### config.mk
export PLATFORM = sky130hd
export DESIGN_NAME = serial_cfg_loader
export DESIGN_NICKNAME = d
export VERILOG_FILES = /design/src/rtl/serial_cfg_loader_pkg.sv /design/src/rtl/cfgl_sync_edge.sv /design/src/rtl/cfgl_shifter.sv /design/src/rtl/cfgl_bank.sv /design/src/rtl/serial_cfg_loader.sv
export SDC_FILE = /design/constraint.sdc
export NUM_CORES = 1
export LEC_CHECK = 0
export ABC_AREA = 1
export ABC_CLOCK_PERIOD_IN_PS = 1300
export BUFFER_PORTS_ARGS = -buffer_cell sky130_fd_sc_hd__buf_2
export CORE_MARGIN = 2
export CORE_UTILIZATION = 40
export CTS_BUF_LIST = sky130_fd_sc_hd__clkbuf_16
export DETAILED_ROUTE_END_ITERATION = 16
export SYNTH_ARGS = -nofsm -noshare
export SYNTH_HDL_FRONTEND = slang
export SYNTH_SLANG_ARGS = --single-unit
### constraint.sdc
create_clock -name clk -period 1.3 [get_ports clk]
set_clock_uncertainty 0.2 [all_clocks]
set_input_delay 0.26 -clock clk [delete_from_list [all_inputs] [get_ports clk]]
set_output_delay 0.26 -clock clk [all_outputs]
set_load 0.05 [all_outputs]
### src/rtl/serial_cfg_loader_pkg.sv
package serial_cfg_loader_pkg;
   typedef struct packed {
      logic level;
      logic rise;
      logic fall;
   } edge_info_t;
endpackage

### src/rtl/cfgl_sync_edge.sv
module cfgl_sync_edge #(
   parameter int STAGES = 2
) (
   input  logic clk,
   input  logic rst_n,
   input  logic async_in,
   output serial_cfg_loader_pkg::edge_info_t info
);
   logic [STAGES-1:0] chain;
   logic              prev;

   generate
      if (STAGES == 1) begin : g_one
         always_ff @(posedge clk or negedge rst_n) begin
            if (!rst_n) chain <= '0;
            else        chain <= async_in;
         end
      end else begin : g_many
         always_ff @(posedge clk or negedge rst_n) begin
            if (!rst_n) chain <= '0;
            else        chain <= {chain[STAGES-2:0], async_in};
         end
      end
   endgenerate

   always_ff @(posedge clk or negedge rst_n) begin
      if (!rst_n) prev <= 1'b0;
      else        prev <= chain[STAGES-1];
   end

   always_comb begin
      info.level = chain[STAGES-1];
      info.rise  = chain[STAGES-1] & ~prev;
      info.fall  = ~chain[STAGES-1] & prev;
   end
endmodule

### src/rtl/cfgl_shifter.sv
module cfgl_shifter #(
   parameter int WORD_W = 18
) (
   input  logic              clk,
   input  logic              rst_n,
   input  logic              shift_en,
   input  logic              bit_in,
   output logic [WORD_W-1:0] word
);
   always_ff @(posedge clk or negedge rst_n) begin
      if (!rst_n)        word <= '0;
      else if (shift_en) word <= {word[WORD_W-2:0], bit_in};
   end
endmodule

### src/rtl/cfgl_bank.sv
module cfgl_bank #(
   parameter int              DATA_W = 17,
   parameter logic [DATA_W-1:0] DFLT = '0
) (
   input  logic              clk,
   input  logic              rst_n,
   input  logic              load,
   input  logic [DATA_W-1:0] din,
   output logic [DATA_W-1:0] q,
   output logic              upd
);
   always_ff @(posedge clk or negedge rst_n) begin
      if (!rst_n) begin
         q   <= DFLT;
         upd <= 1'b0;
      end else begin
         upd <= load;
         if (load) q <= din;
      end
   end
endmodule

### src/rtl/serial_cfg_loader.sv
module serial_cfg_loader #(
   parameter int WORD_W      = 18,
   parameter int SYNC_STAGES = 2,
   parameter logic [WORD_W-2:0] DFLT0 = 17'h1A5C3,
   parameter logic [WORD_W-2:0] DFLT1 = 17'h0F0F1
) (
   input  logic              clk,
   input  logic              rst_n,
   input  logic              ser_clk,
   input  logic              ser_dat,
   input  logic              ser_le,
   output logic [WORD_W-2:0] reg0_q,
   output logic [WORD_W-2:0] reg1_q,
   output logic              reg0_upd,
   output logic              reg1_upd
);
   import serial_cfg_loader_pkg::*;

   localparam int DATA_W   = WORD_W - 1;
   localparam int NUM_REGS = 2;

   if (WORD_W < 2) begin : g_chk_word
      $error("WORD_W must be at least 2");
   end
   if (SYNC_STAGES < 2) begin : g_chk_sync
      $error("SYNC_STAGES must be at least 2");
   end

   edge_info_t e_clk, e_dat, e_le;
   logic [WORD_W-1:0] sh_word;
   logic [DATA_W-1:0] bank_q   [NUM_REGS];
   logic              bank_upd [NUM_REGS];

   cfgl_sync_edge #(.STAGES(SYNC_STAGES)) u_sync_clk (
      .clk(clk), .rst_n(rst_n), .async_in(ser_clk), .info(e_clk));
   cfgl_sync_edge #(.STAGES(SYNC_STAGES)) u_sync_dat (
      .clk(clk), .rst_n(rst_n), .async_in(ser_dat), .info(e_dat));
   cfgl_sync_edge #(.STAGES(SYNC_STAGES)) u_sync_le (
      .clk(clk), .rst_n(rst_n), .async_in(ser_le), .info(e_le));

   cfgl_shifter #(.WORD_W(WORD_W)) u_shift (
      .clk(clk), .rst_n(rst_n),
      .shift_en(e_clk.rise & ~e_le.level),
      .bit_in(e_dat.level),
      .word(sh_word));

   generate
      for (genvar g = 0; g < NUM_REGS; g++) begin : g_bank
         localparam logic [DATA_W-1:0] BANK_DFLT = (g == 0) ? DFLT0 : DFLT1;
         cfgl_bank #(.DATA_W(DATA_W), .DFLT(BANK_DFLT)) u_bank (
            .clk(clk), .rst_n(rst_n),
            .load(e_le.rise && (sh_word[0] == g[0])),
            .din(sh_word[WORD_W-1:1]),
            .q(bank_q[g]),
            .upd(bank_upd[g]));
      end
   endgenerate

   assign reg0_q   = bank_q[0];
   assign reg1_q   = bank_q[1];
   assign reg0_upd = bank_upd[0];
   assign reg1_upd = bank_upd[1];
endmodule

=== Yosys cells after proc, flatten, opt, wreduce, memory -nomap -nowiden ===
Cells that the tools add are included.

* Input port bits: 5
* Memory bits (read-only): 0
* Register bits: 62
* Bits in latches: 0
* Word-level logic and storage cells: 19
* Memories kept: 0
* Bits in writable memories: 0

* Reduce and logical (&&, ||, !) cells: 2
* Shifts and indexed selects: 0
* Add/sub/neg operators: 0
* Magnitude comparators: 0
* Equality and inequality tests: 0
* Bitwise gates (word level): 7
* Div/mod/pow operators: 0
* Multipliers: 0
* Muxes and demuxes: 0

{| class="wikitable"
|+ Operators with widths
! operator !! count
|-
| inverter 1 bit || 4
|-
| bitwise AND 1 bit || 3
|-
| logical AND 1 bit || 2
|}

=== Depth between registers and ports, before layout ===
Gate-level depths: netlist (run 1).

* Depth after elaboration: 3
* Depth in mapped cells: 6

=== Hierarchy ===
Synthesis (run 1) repeated with hierarchy kept, for this count alone.

* Cells, all modules: 252
* Area, all modules: 2508.7 µm²

{| class="wikitable"
|+ By module, submodules not included
! module !! area each (µm²) !! cells an instance !! instances
|-
| cfgl_bank || 716.9 || 73 || 2
|-
| cfgl_shifter || 757.0 || 76 || 1
|-
| cfgl_sync_edge || 97.6 || 8 || 3
|-
| serial_cfg_loader || 25.0 || 6 || 1
|}

=== Worst setup path before layout (run 1) ===
No wires, ideal clock.

* Path type: register to register
* Start point: reg u_sync_le.chain[1]
* End point: reg u_shift.word[2]
* Path slack: 0.063 ns
* Buffers on the path: 2
* Cell stages (with the launch flop): 7
* Required time: 0.983 ns
* Period minus slack after synthesis: 1.237 ns
* Library setup time: 0.117 ns
* Arrival: 0.920 ns
* Cells stage by stage: dfrtp_1 > buf_6 > inv_6 > nand3_4 > buf_6 > nand2_1 > nand2_1

* Word-level cells in the longest chain between the ends: 2

{| class="wikitable"
|+ Ends and longest elaborated chain
! item !! RTL line !! text
|-
| from (decl) || cfgl_sync_edge.sv:9 || <nowiki>logic [STAGES-1:0] chain;</nowiki>
|-
| from (signal assigned) || cfgl_sync_edge.sv:21 || <nowiki>else chain <= {chain[STAGES-2:0], async_in};</nowiki>
|-
| inverter 1 bit || n/a ||
|-
| bitwise AND 1 bit || serial_cfg_loader.sv:43 || <nowiki>.shift_en(e_clk.rise & ~e_le.level),</nowiki>
|-
| to (signal assigned) || cfgl_shifter.sv:12 || <nowiki>else if (shift_en) word <= {word[WORD_W-2:0], bit_in};</nowiki>
|-
| to (decl) || cfgl_shifter.sv:8 || <nowiki>output logic [WORD_W-1:0] word</nowiki>
|}

No other way between the ends.
A chain may end at the register's enable or synchronous reset.

=== Final worst setup path (run 1) ===
* Start point: reg g_bank[1].u_bank.q[4]
* End point: out reg1_q[4]

{| class="wikitable"
|+ RTL lines
! item !! RTL line !! text
|-
| from (decl) || cfgl_bank.sv:9 || <nowiki>output logic [DATA_W-1:0] q,</nowiki>
|-
| from (signal assigned) || cfgl_bank.sv:18 || <nowiki>if (load) q <= din;</nowiki>
|-
| to (decl) || serial_cfg_loader.sv:13 || <nowiki>output logic [WORD_W-2:0] reg1_q,</nowiki>
|}

No word-level cell between the ends.

==> parameters.txt, run 1 <==
Parameter                              Value

Worst setup path
  Startpoint type of the worst setup path    register
  Worst setup path class    reg2out
  CP Max Fanout    2
  R2R cell count    5
  Critical R2R Launch    u_sync_le.chain[1]
  Reg-to-reg critical path endpoint    u_shift.word[16]
  Launching element of the worst setup path    g_bank[1].u_bank.q[4]
  CP max-delay cell    dfstp_2
  Reg-to-reg slack, setup    0.05 ns
  Logic depth of the worst path, buffers included    1
  Data arrival time of the critical path    just over 1 ns
  Buf/Inv on CP    1
  Required time worst endpoint    ~0.84 ns
  CP Capture Point    reg1_q[4]
  CP peak stage delay    0.55 ns
  CP Capture Type    primary output
  Series of cell instances along the critical path    buf_8
  Family with the most delay on the worst path    flip-flops

STA
  Setup slack after layout    -0.1773 ns
  Slew Limit Headroom    77.51%
  Minimum clock period    1.477 ns
  Final setup violating endpoints    34
  Fin crit share    113.6%
  Slew Limit Fails    0
  Unrepaired setup endpoints after global routing    yes
  Max frequency    around 0.68 GHz
  Setup tns final    -3.320 ns
  Fin. Hold Viols    0
  Slew at the pin closest to its max-slew limit    between 0.3 and 0.4 ns

Pwr
  Total leakage power    around 1.8 nW
  IR drop worst, VDD    849.6 µV
  Power Density    between 1500 and 2000 nW/µm²

Logic synthesis
  Share of Yosys cell area claimed by the top area cell type    between 40 and 50%
  Register area share after synthesis    63.22%
  Post-synthesis cell area    roughly 2500 µm²
  Yosys warning count    0
  Cells after synthesis    approximately 240
  Mean Syn Cell Area    between 10 and 15 µm²
  Dominant cells by area after synthesis    dfrtp_1, dfstp_2, nand2_1
  Synthesized netlist net count    249
  Post-synthesis sequential element count    slightly above 60
  Yosys top cell by area    dfrtp_1
  Post-synthesis cell type count    11

Route
  Wire length per cell after detailed routing    around 15 µm
  Routed WL    ~6 mm
  Detail-routed via count per cell    between 5 and 6
  Violation count after the first detailed-route iteration    147
  Router iterations before antenna repair    5
  DRC Markers    0
  DRT antenna net count    0
  Via count    around 2000

Cells and area
  Layout cells sized above 1    about a third
  Count of non-filler cells in the finished layout    ~400
  Finished Cell Area    about 3600 µm²
  Antenna Cells    0
  Post-layout util    slightly above 60%
  Layout net count    about 320
  Synthesis-to-layout area growth    46.48%

Floorplan
  Core Footprint    5956 µm²
  I/O pin count    41
  Starting density of the core    around two fifths
  Row Count    28
  Die W    82.90 µm
  Area enclosed by the die boundary    between 6000 and 7000 µm²
  Chip height    ~83 µm

Placement
  Placed cells    358
  Hpwl dp    around 3.5 mm
  Count of port buffers added during placement    40
  Weighted congestion at the end of routability-driven global placement    roughly 0.8
  Area of placed instances    between 2000 and 3000 µm²

CTS
  Source-to-sink clock delay at the later pin of the worst-skew pair    0.32 ns
  TritonCTS clock tree    done
  Maximum clock path buffer count    2
  Clock net sink count    62
  Clock-pin slew of the registers on the worst-case setup and hold paths    0.05 ns
  Number of buffers inserted during clock tree synthesis    9
  Max H-tree Level    3
  CTS Root Buffer Type    clkbuf_16

GRT
  Global-route congestion overflow total    0
  First-pass GRT wire length    9.204 mm
  Number of global-route vias before repair    1864
  Pin count of the biggest net entering global routing    63
  Number of antenna violations at the first check in global routing    0
  Global Route Usage Sum    between 10% and 20%

Status
  Status    finished, violations left
  Violated checks    negative setup slack

Worst hold path
  Worst hold-check path type    reg2reg

Run
  Max-cap violations    0
## kinds of logic after synthesis
logic type | after synthesis | share of synthesized area (%)
flip-flops | 62 | 63.22
AND/OR/NAND/NOR | 159 | 30.85
buffers and inverters | 23 | 5.930
## synthesized netlist by cell type
library cell / n
nand2_1: 104
nand4_1: 52
dfrtp_1: 44
dfstp_2: 18
buf_2: 12
buf_6: 4
inv_2: 3
nand3_4: 3
inv_1: 2
buf_8: 1
inv_6: 1
## layer usage
metal,vias up,track usage (%),share of wire [%]
li1,981,-,-
met1,966,22.74,46
met2,70,25.81,47
met3,5,3.380,5.1
met4,0,9.389,1.5
met5,-,0,0
## state kept, by name, summed over array words and instances, names as in the netlist
signal             cells
g_bank.u_bank.q       34
g_bank.u_bank.upd      2
u_shift.word          18
u_sync_clk.chain       2
u_sync_clk.prev        1
u_sync_dat.chain       2
u_sync_le.chain        2
u_sync_le.prev         1
## cell usage in the layout (no fill, tap or decap), types with 2 or more instances in the layout
cell type      netlist  layout
nand3_4              3       6
dfstp_2             18      18
clkbuf_16            0       9
buf_8                1      18
buf_12               0       5
bufinv_16            0       2
buf_6                4      19
nand2_1            104     104
dfrtp_1             44      43
clkinv_1             0       3
nand4_1             52      52
buf_4                0      23
buf_2               12       4
inv_1                2       3
dlygate4sd3_1        0       4
## power by group
part	switching (mW)	leakage, nW	total, mW	internal (mW)
Clock	0.788	0.153	2.43	1.64
Combinational	0.803	0.923	1.32	0.518
Sequential	0.193	0.771	2.37	2.17
Total	1.78	1.85	6.12	4.34
## what timing repair did
action / in CTS / in global routing
hold buffers: 4 / 0
resized for setup: 89 / 9
gates cloned: 0 / 3
endpoints found under the setup margin: 36 / 82
hold endpoints to repair: 47 / 0
buffers inserted: 7 / 6
pin swaps: 0 / 1
## area by class of cell
type	count	area, µm²
multi-input combinational	162	820.8
fill	464	2308
clock inverter	7	80.08
clock buffer	9	225.2
inverter	6	35.03
tap	75	93.84
timing repair buffer	73	817.0
sequential	62	1575
## through the flow
stage / setup slack [ns] / hold WS [ns] / power, mW
after CTS: -0.1934 / 0.1466 / 6.092
after floorplan: 0.06291 / -0.2356 / 3.067
final: -0.1773 / 0.1438 / 6.121
after detailed placement: 0.02627 / 0.09556 / 3.365
after global placement: 0.03140 / 0.09082 / 3.351
after global routing: -0.2021 / 0.1625 / 6.355
## how the worst min path moves through the flow
| stage | cells after the start | to | slack (ns) | start |
|---|---|---|---|---|
| floorplan | 0 | g_bank[0].u_bank.q[11] | -0.24 | rst_n |
| global placement | 2 | u_sync_le.chain[0] | 0.09 | rst_n |
| detailed placement | 2 | u_sync_le.chain[0] | 0.1 | rst_n |
| CTS | 0 | u_sync_dat.chain[1] | 0.15 | u_sync_dat.chain[0] |
| global route | 0 | u_sync_clk.chain[1] | 0.16 | u_sync_clk.chain[0] |
| finish | 0 | u_sync_dat.chain[1] | 0.14 | u_sync_dat.chain[0] |
Note: power is estimated with default switching activity, not from simulation.
==> run 2: changes to the inputs <==
- MAX_ROUTING_LAYER: unset -> met4
- SKIP_CTS_REPAIR_TIMING: unset -> 1
==> parameters.txt, run 2 (synthesis gave the netlist of run 1 again) <==
Parameter                              Value

Status
  Status    finished, violations left (unchanged)
  Violated checks    negative setup slack (unchanged)

Pwr
  IR drop worst, VDD    950.7 µV (was 849.6 µV)
  Total leakage power    1.812 nW (was 1.847 nW)
  Power Density    1691 nW/µm² (was 1678 nW/µm²)

GRT
  Pin count of the biggest net entering global routing    63 (unchanged)
  Global Route Usage Sum    17.24% (was 16.95%)
  Number of global-route vias before repair    1814 (was 1864)
  Number of antenna violations at the first check in global routing    0 (unchanged)
  First-pass GRT wire length    9.094 mm (was 9.204 mm)
  Global-route congestion overflow total    0 (unchanged)

CTS
  Number of buffers inserted during clock tree synthesis    9 (unchanged)
  TritonCTS clock tree    done (unchanged)
  Max H-tree Level    3 (unchanged)
  Source-to-sink clock delay at the later pin of the worst-skew pair    0.32 ns (about the same)
  Clock net sink count    62 (unchanged)
  Clock-pin slew of the registers on the worst-case setup and hold paths    0.05 ns (about the same)
  CTS Root Buffer Type    clkbuf_16 (unchanged)
  Maximum clock path buffer count    2 (unchanged)

Worst setup path
  Data arrival time of the critical path    1.02 ns (about the same)
  Worst setup path class    reg2out (unchanged)
  CP Max Fanout    2 (unchanged)
  CP peak stage delay    0.55 ns (about the same)
  Series of cell instances along the critical path    buf_8 (unchanged)
  Family with the most delay on the worst path    flip-flops (unchanged)
  Startpoint type of the worst setup path    register (unchanged)
  Buf/Inv on CP    1 (unchanged)
  Required time worst endpoint    0.84 ns (about the same)
  CP Capture Type    primary output (unchanged)
  CP max-delay cell    dfstp_2 (unchanged)

Cells and area
  Antenna Cells    0 (unchanged)
  Layout net count    313 (was 319)
  Synthesis-to-layout area growth    44.37% (was 46.48%)
  Area of combinational cells with multiple inputs    820.8 µm² (unchanged)
  Most frequent standard cell in the layout excluding fill and tap cells    nand2_1 (unchanged)
  Flip-flop count of the largest register, all copies and words added    34 (unchanged)
  Post-layout util    60.36% (was 61.24%)
  Largest regs    g_bank.u_bank.q x34, u_shift.word x18 (unchanged)
  Highest-count cells in the layout ignoring fill and taps    nand2_1, nand4_1, dfrtp_1, buf_6 (was nand2_1, nand4_1, dfrtp_1, buf_4, buf_6)
  Layout cells sized above 1    33.23% (was 34.48%)
  Count of non-filler cells in the finished layout    388 (was 394)
  Finished Cell Area    3595 µm² (was 3647 µm²)
  Register with the most flip-flops    g_bank.u_bank.q (unchanged)
  Layout filler cell count    475 (was 464)
  Sequential cell area in the final layout    1575 µm² (unchanged)

Floorplan
  Core Footprint    5956 µm² (unchanged)
  Area enclosed by the die boundary    6872 µm² (unchanged)
  Die W    82.90 µm (unchanged)
  I/O pin count    41 (unchanged)
  Chip height    82.90 µm (unchanged)
  Row Count    28 (unchanged)
  Starting density of the core    41.81% (unchanged)

Placement
  Weighted congestion at the end of routability-driven global placement    0.7946 (was 0.7838)
  Hpwl dp    3.467 mm (unchanged)
  Count of port buffers added during placement    40 (unchanged)
  Worst slack, placed    0.02627 ns (unchanged)
  Placed cells    358 (unchanged)
  Area of placed instances    2846 µm² (unchanged)

Run
  Max-cap violations    0 (unchanged)

STA
  Unrepaired setup endpoints after global routing    yes (unchanged)
  Minimum clock period    1.480 ns (was 1.477 ns)
  Fin crit share    113.8% (was 113.6%)
  Slew at the pin closest to its max-slew limit    0.3274 ns (was 0.3374 ns)
  Slew Limit Headroom    78.17% (was 77.51%)
  Fin. Hold Viols    0 (unchanged)
  Max frequency    0.6758 GHz (was 0.6769 GHz)
  Smallest hold slack    0.1438 ns (about the same)
  Slew Limit Fails    0 (unchanged)
  Setup slack after layout    -0.1798 ns (was -0.1773 ns)
  Final setup violating endpoints    34 (unchanged)

Route
  DRT antenna net count    0 (unchanged)
  DRC Markers    0 (unchanged)
  Routed WL    5.924 mm (was 5.935 mm)
  Router iterations before antenna repair    4 (was 5)
  Via count    1978 (was 2022)
  Detail-routed via count per cell    5.098 (was 5.132)
  Violation count after the first detailed-route iteration    172 (was 147)
  Wire length per cell after detailed routing    15.27 µm (was 15.06 µm)

Worst hold path
  Worst hold-check path type    reg2reg (unchanged)
## run 2: cell count changes in the layout (fill, tap and decap cells not counted), sizes merged
| cell | change |
|---|---|
| buf | -6 |
## run 2: final timing paths
| path | endpoint | slack [ns] | cells past startpoint | start |
|---|---|---|---|---|
| worst min-delay path | u_sync_dat.chain[1] | 0.14 | 0 | u_sync_dat.chain[0] |
| worst min register to register | u_sync_dat.chain[1] | 0.14 | 0 | u_sync_dat.chain[0] |
| worst max register to register | u_shift.word[9] | 0.05 | 5 | u_sync_le.chain[1] |
| worst max-delay path | reg1_q[6] | -0.18 | 1 | g_bank[1].u_bank.q[6] |
| min in group asynchronous | g_bank[1].u_bank.q[1] | 0.27 | 3 | rst_n |
| max in group asynchronous | g_bank[0].u_bank.q[13] | 0.30 | 3 | rst_n |
## run 2: where the power goes
part	switching (mW)	internal (mW)
registers	0.192	2.17
logic	0.793	0.483
clock network	0.791	1.64
## run 2: cell type report
class | instances | share of cell area [%]
Clock buffer | 9 | 6.265
Inverter | 6 | 0.9746
Multi-Input combinational cell | 162 | 22.83
Timing Repair Buffer | 67 | 21.27
Clock inverter | 7 | 2.228
Tap cell | 75 | 2.611
Sequential cell | 62 | 43.82
## run 2: stage by stage
stage               TNS (ns)  total power [mW]
floorplan                  0             3.067
global placement           0             3.351
detailed placement         0             3.365
CTS                   -6.483             5.820
global route          -4.281             6.322
finish                -3.385             6.080
## run 2: routing by layer
| metal | vias up | wire (µm) | track usage (%) |
|---|---|---|---|
| met5 | - | 0 | - |
| met1 | 930 | 2725 | 23.13 |
| li1 | 977 | - | - |
| met3 | 4 | 277 | 3.678 |
| met4 | 0 | 74 | 9.389 |
| met2 | 67 | 2847 | 24.49 |
==> run 3: changes to the inputs <==
- BUFFER_PORTS_ARGS: -buffer_cell sky130_fd_sc_hd__buf_2 -> -buffer_cell sky130_fd_sc_hd__clkbuf_2
- PLACE_DENSITY: unset -> 0.71
==> parameters.txt, run 3 (synthesis gave the netlist of run 1 again) <==
Parameter                              Value

CTS
  Clock-pin slew of the registers on the worst-case setup and hold paths    0.05 ns (about the same)
  Maximum clock path buffer count    2 (unchanged)
  TritonCTS clock tree    done (unchanged)
  CTS Root Buffer Type    clkbuf_16 (unchanged)
  Source-to-sink clock delay at the later pin of the worst-skew pair    0.32 ns (about the same)
  Number of buffers inserted during clock tree synthesis    9 (unchanged)
  Clock net sink count    62 (unchanged)
  Max H-tree Level    3 (unchanged)

Floorplan
  Row Count    28 (unchanged)
  Area enclosed by the die boundary    6872 µm² (unchanged)
  Die W    82.90 µm (unchanged)
  Starting density of the core    41.81% (unchanged)
  Chip height    82.90 µm (unchanged)
  Core Footprint    5956 µm² (unchanged)
  I/O pin count    41 (unchanged)

Cells and area
  Most frequent standard cell in the layout excluding fill and tap cells    nand2_1 (unchanged)
  Post-layout util    58.99% (was 60.36%)
  Synthesis-to-layout area growth    41.11% (was 44.37%)
  Flip-flop count of the largest register, all copies and words added    34 (unchanged)
  Register with the most flip-flops    g_bank.u_bank.q (unchanged)
  Largest regs    g_bank.u_bank.q x34, u_shift.word x18 (unchanged)
  Layout cells sized above 1    33.01% (was 33.23%)
  Layout filler cell count    476 (was 475)
  Antenna Cells    0 (unchanged)
  Finished Cell Area    3513 µm² (was 3595 µm²)
  Layout net count    312 (was 313)
  Highest-count cells in the layout ignoring fill and taps    nand2_1, nand4_1, dfrtp_1, buf_6, dfstp_2 (was nand2_1, nand4_1, dfrtp_1, buf_6)
  Count of non-filler cells in the finished layout    387 (was 388)

Worst setup path
  R2R cell count    4 (was 5)
  Worst setup path class    reg2out (unchanged)
  Startpoint type of the worst setup path    register (unchanged)
  Data arrival time of the critical path    1.03 ns (was 1.02 ns)
  Buf/Inv on CP    1 (unchanged)
  CP max-delay cell    dfstp_2 (unchanged)
  Family with the most delay on the worst path    flip-flops (unchanged)
  Required time worst endpoint    0.84 ns (about the same)
  CP peak stage delay    0.55 ns (about the same)
  CP Capture Type    primary output (unchanged)
  Series of cell instances along the critical path    buf_8 (unchanged)
  CP Max Fanout    2 (unchanged)
  Logic depth of the worst path, buffers included    1 (unchanged)

STA
  Minimum clock period    1.485 ns (was 1.480 ns)
  Fin. Hold Viols    0 (unchanged)
  Setup slack after layout    -0.1852 ns (was -0.1798 ns)
  Unrepaired setup endpoints after global routing    yes (unchanged)
  Slew Limit Fails    0 (unchanged)
  Slew Limit Headroom    78.17% (about the same)
  Slew at the pin closest to its max-slew limit    0.3274 ns (about the same)
  Final setup violating endpoints    36 (was 34)
  Fin crit share    114.2% (was 113.8%)
  Max frequency    0.6733 GHz (was 0.6758 GHz)
  Setup tns final    -3.553 ns (was -3.385 ns)

GRT
  Global Route Usage Sum    16.44% (was 17.24%)
  Global-route congestion overflow total    0 (unchanged)
  Number of global-route vias before repair    1813 (was 1814)
  First-pass GRT wire length    8.645 mm (was 9.094 mm)
  Number of antenna violations at the first check in global routing    0 (unchanged)
  Pin count of the biggest net entering global routing    63 (unchanged)

Pwr
  IR drop worst, VDD    1150 µV (was 950.7 µV)
  Total leakage power    1.782 nW (was 1.812 nW)
  Power Density    1618 nW/µm² (was 1691 nW/µm²)

Placement
  Placed cells    356 (was 358)
  Worst slack, placed    -0.0001763 ns (was 0.02627 ns)
  Count of port buffers added during placement    40 (unchanged)
  Weighted congestion at the end of routability-driven global placement    0.8389 (was 0.7946)
  Hpwl dp    3.356 mm (was 3.467 mm)
  Area of placed instances    2831 µm² (was 2846 µm²)

Route
  Detail-routed via count per cell    5.212 (was 5.098)
  Routed WL    5.700 mm (was 5.924 mm)
  Violation count after the first detailed-route iteration    160 (was 172)
  Router iterations before antenna repair    4 (unchanged)
  DRT antenna net count    0 (unchanged)
  DRC Markers    0 (unchanged)
  Via count    2017 (was 1978)
  Wire length per cell after detailed routing    14.73 µm (was 15.27 µm)

Status
  Violated checks    negative setup slack (unchanged)
  Status    finished, violations left (unchanged)

Run
  Max-cap violations    0 (unchanged)

Worst hold path
  Hold path depth    0 (unchanged)
  Worst hold-check path type    reg2reg (unchanged)
==> run 3: cell count changes in the layout (fill, tap and decap cells not counted), moves of 2 or more <==
cell | before | now
bufinv_16 | 2 | 0
buf_2 | 4 | 0
clkbuf_2 | 0 | 4
nand3_4 | 6 | 4
inv_2 | 1 | 3
nand3_2 | 0 | 2
==> run 3: worst paths after layout <==
check / from / to / slack [ns]
max in group asynchronous: rst_n / g_bank[0].u_bank.q[1] / 0.30
max reg2reg: u_shift.word[0] / g_bank[0].u_bank.q[0] / 0.02
min reg2reg: u_sync_clk.chain[0] / u_sync_clk.chain[1] / 0.14
max: g_bank[1].u_bank.q[0] / reg1_q[0] / -0.19
min: u_sync_clk.chain[0] / u_sync_clk.chain[1] / 0.14
min in group asynchronous: rst_n / g_bank[1].u_bank.q[1] / 0.28
==> run 3: stage by stage <==
step / hold WS, ns / power (mW)
floorplan: -0.2356 / 3.067
global placement: 0.09061 / 3.339
detailed placement: 0.1009 / 3.367
CTS: -0.2439 / 5.421
global route: 0.1529 / 5.911
finish: 0.1441 / 5.683
==> run 3: final cells by class <==
class	instances	area [µm²]	area share, %
clock buffer	9	225.2	6.410
clock inverter	7	32.53	0.9259
inverter	6	27.53	0.7835
multi-input combinational	162	805.8	22.93
sequential	62	1575	44.84
tap	75	93.84	2.671
timing repair buffer	66	753.2	21.44
==> run 3: report_power, final <==
group	internal (mW)	switching (mW)	leakage, nW
sequential	2.17	0.190	0.771
combinational	0.480	0.797	0.882
clock	1.25	0.791	0.129
total	3.91	1.78	1.78
==> run 3: layer usage <==
layer	vias up	wire length, µm	track usage, %	part of all wire [%]
met5	-	0	-	0
met4	0	204	11.92	3.6
met3	14	308	4.274	5.4
met2	81	2770	22.80	49
met1	956	2416	20.74	42
li1	966	-	-	-
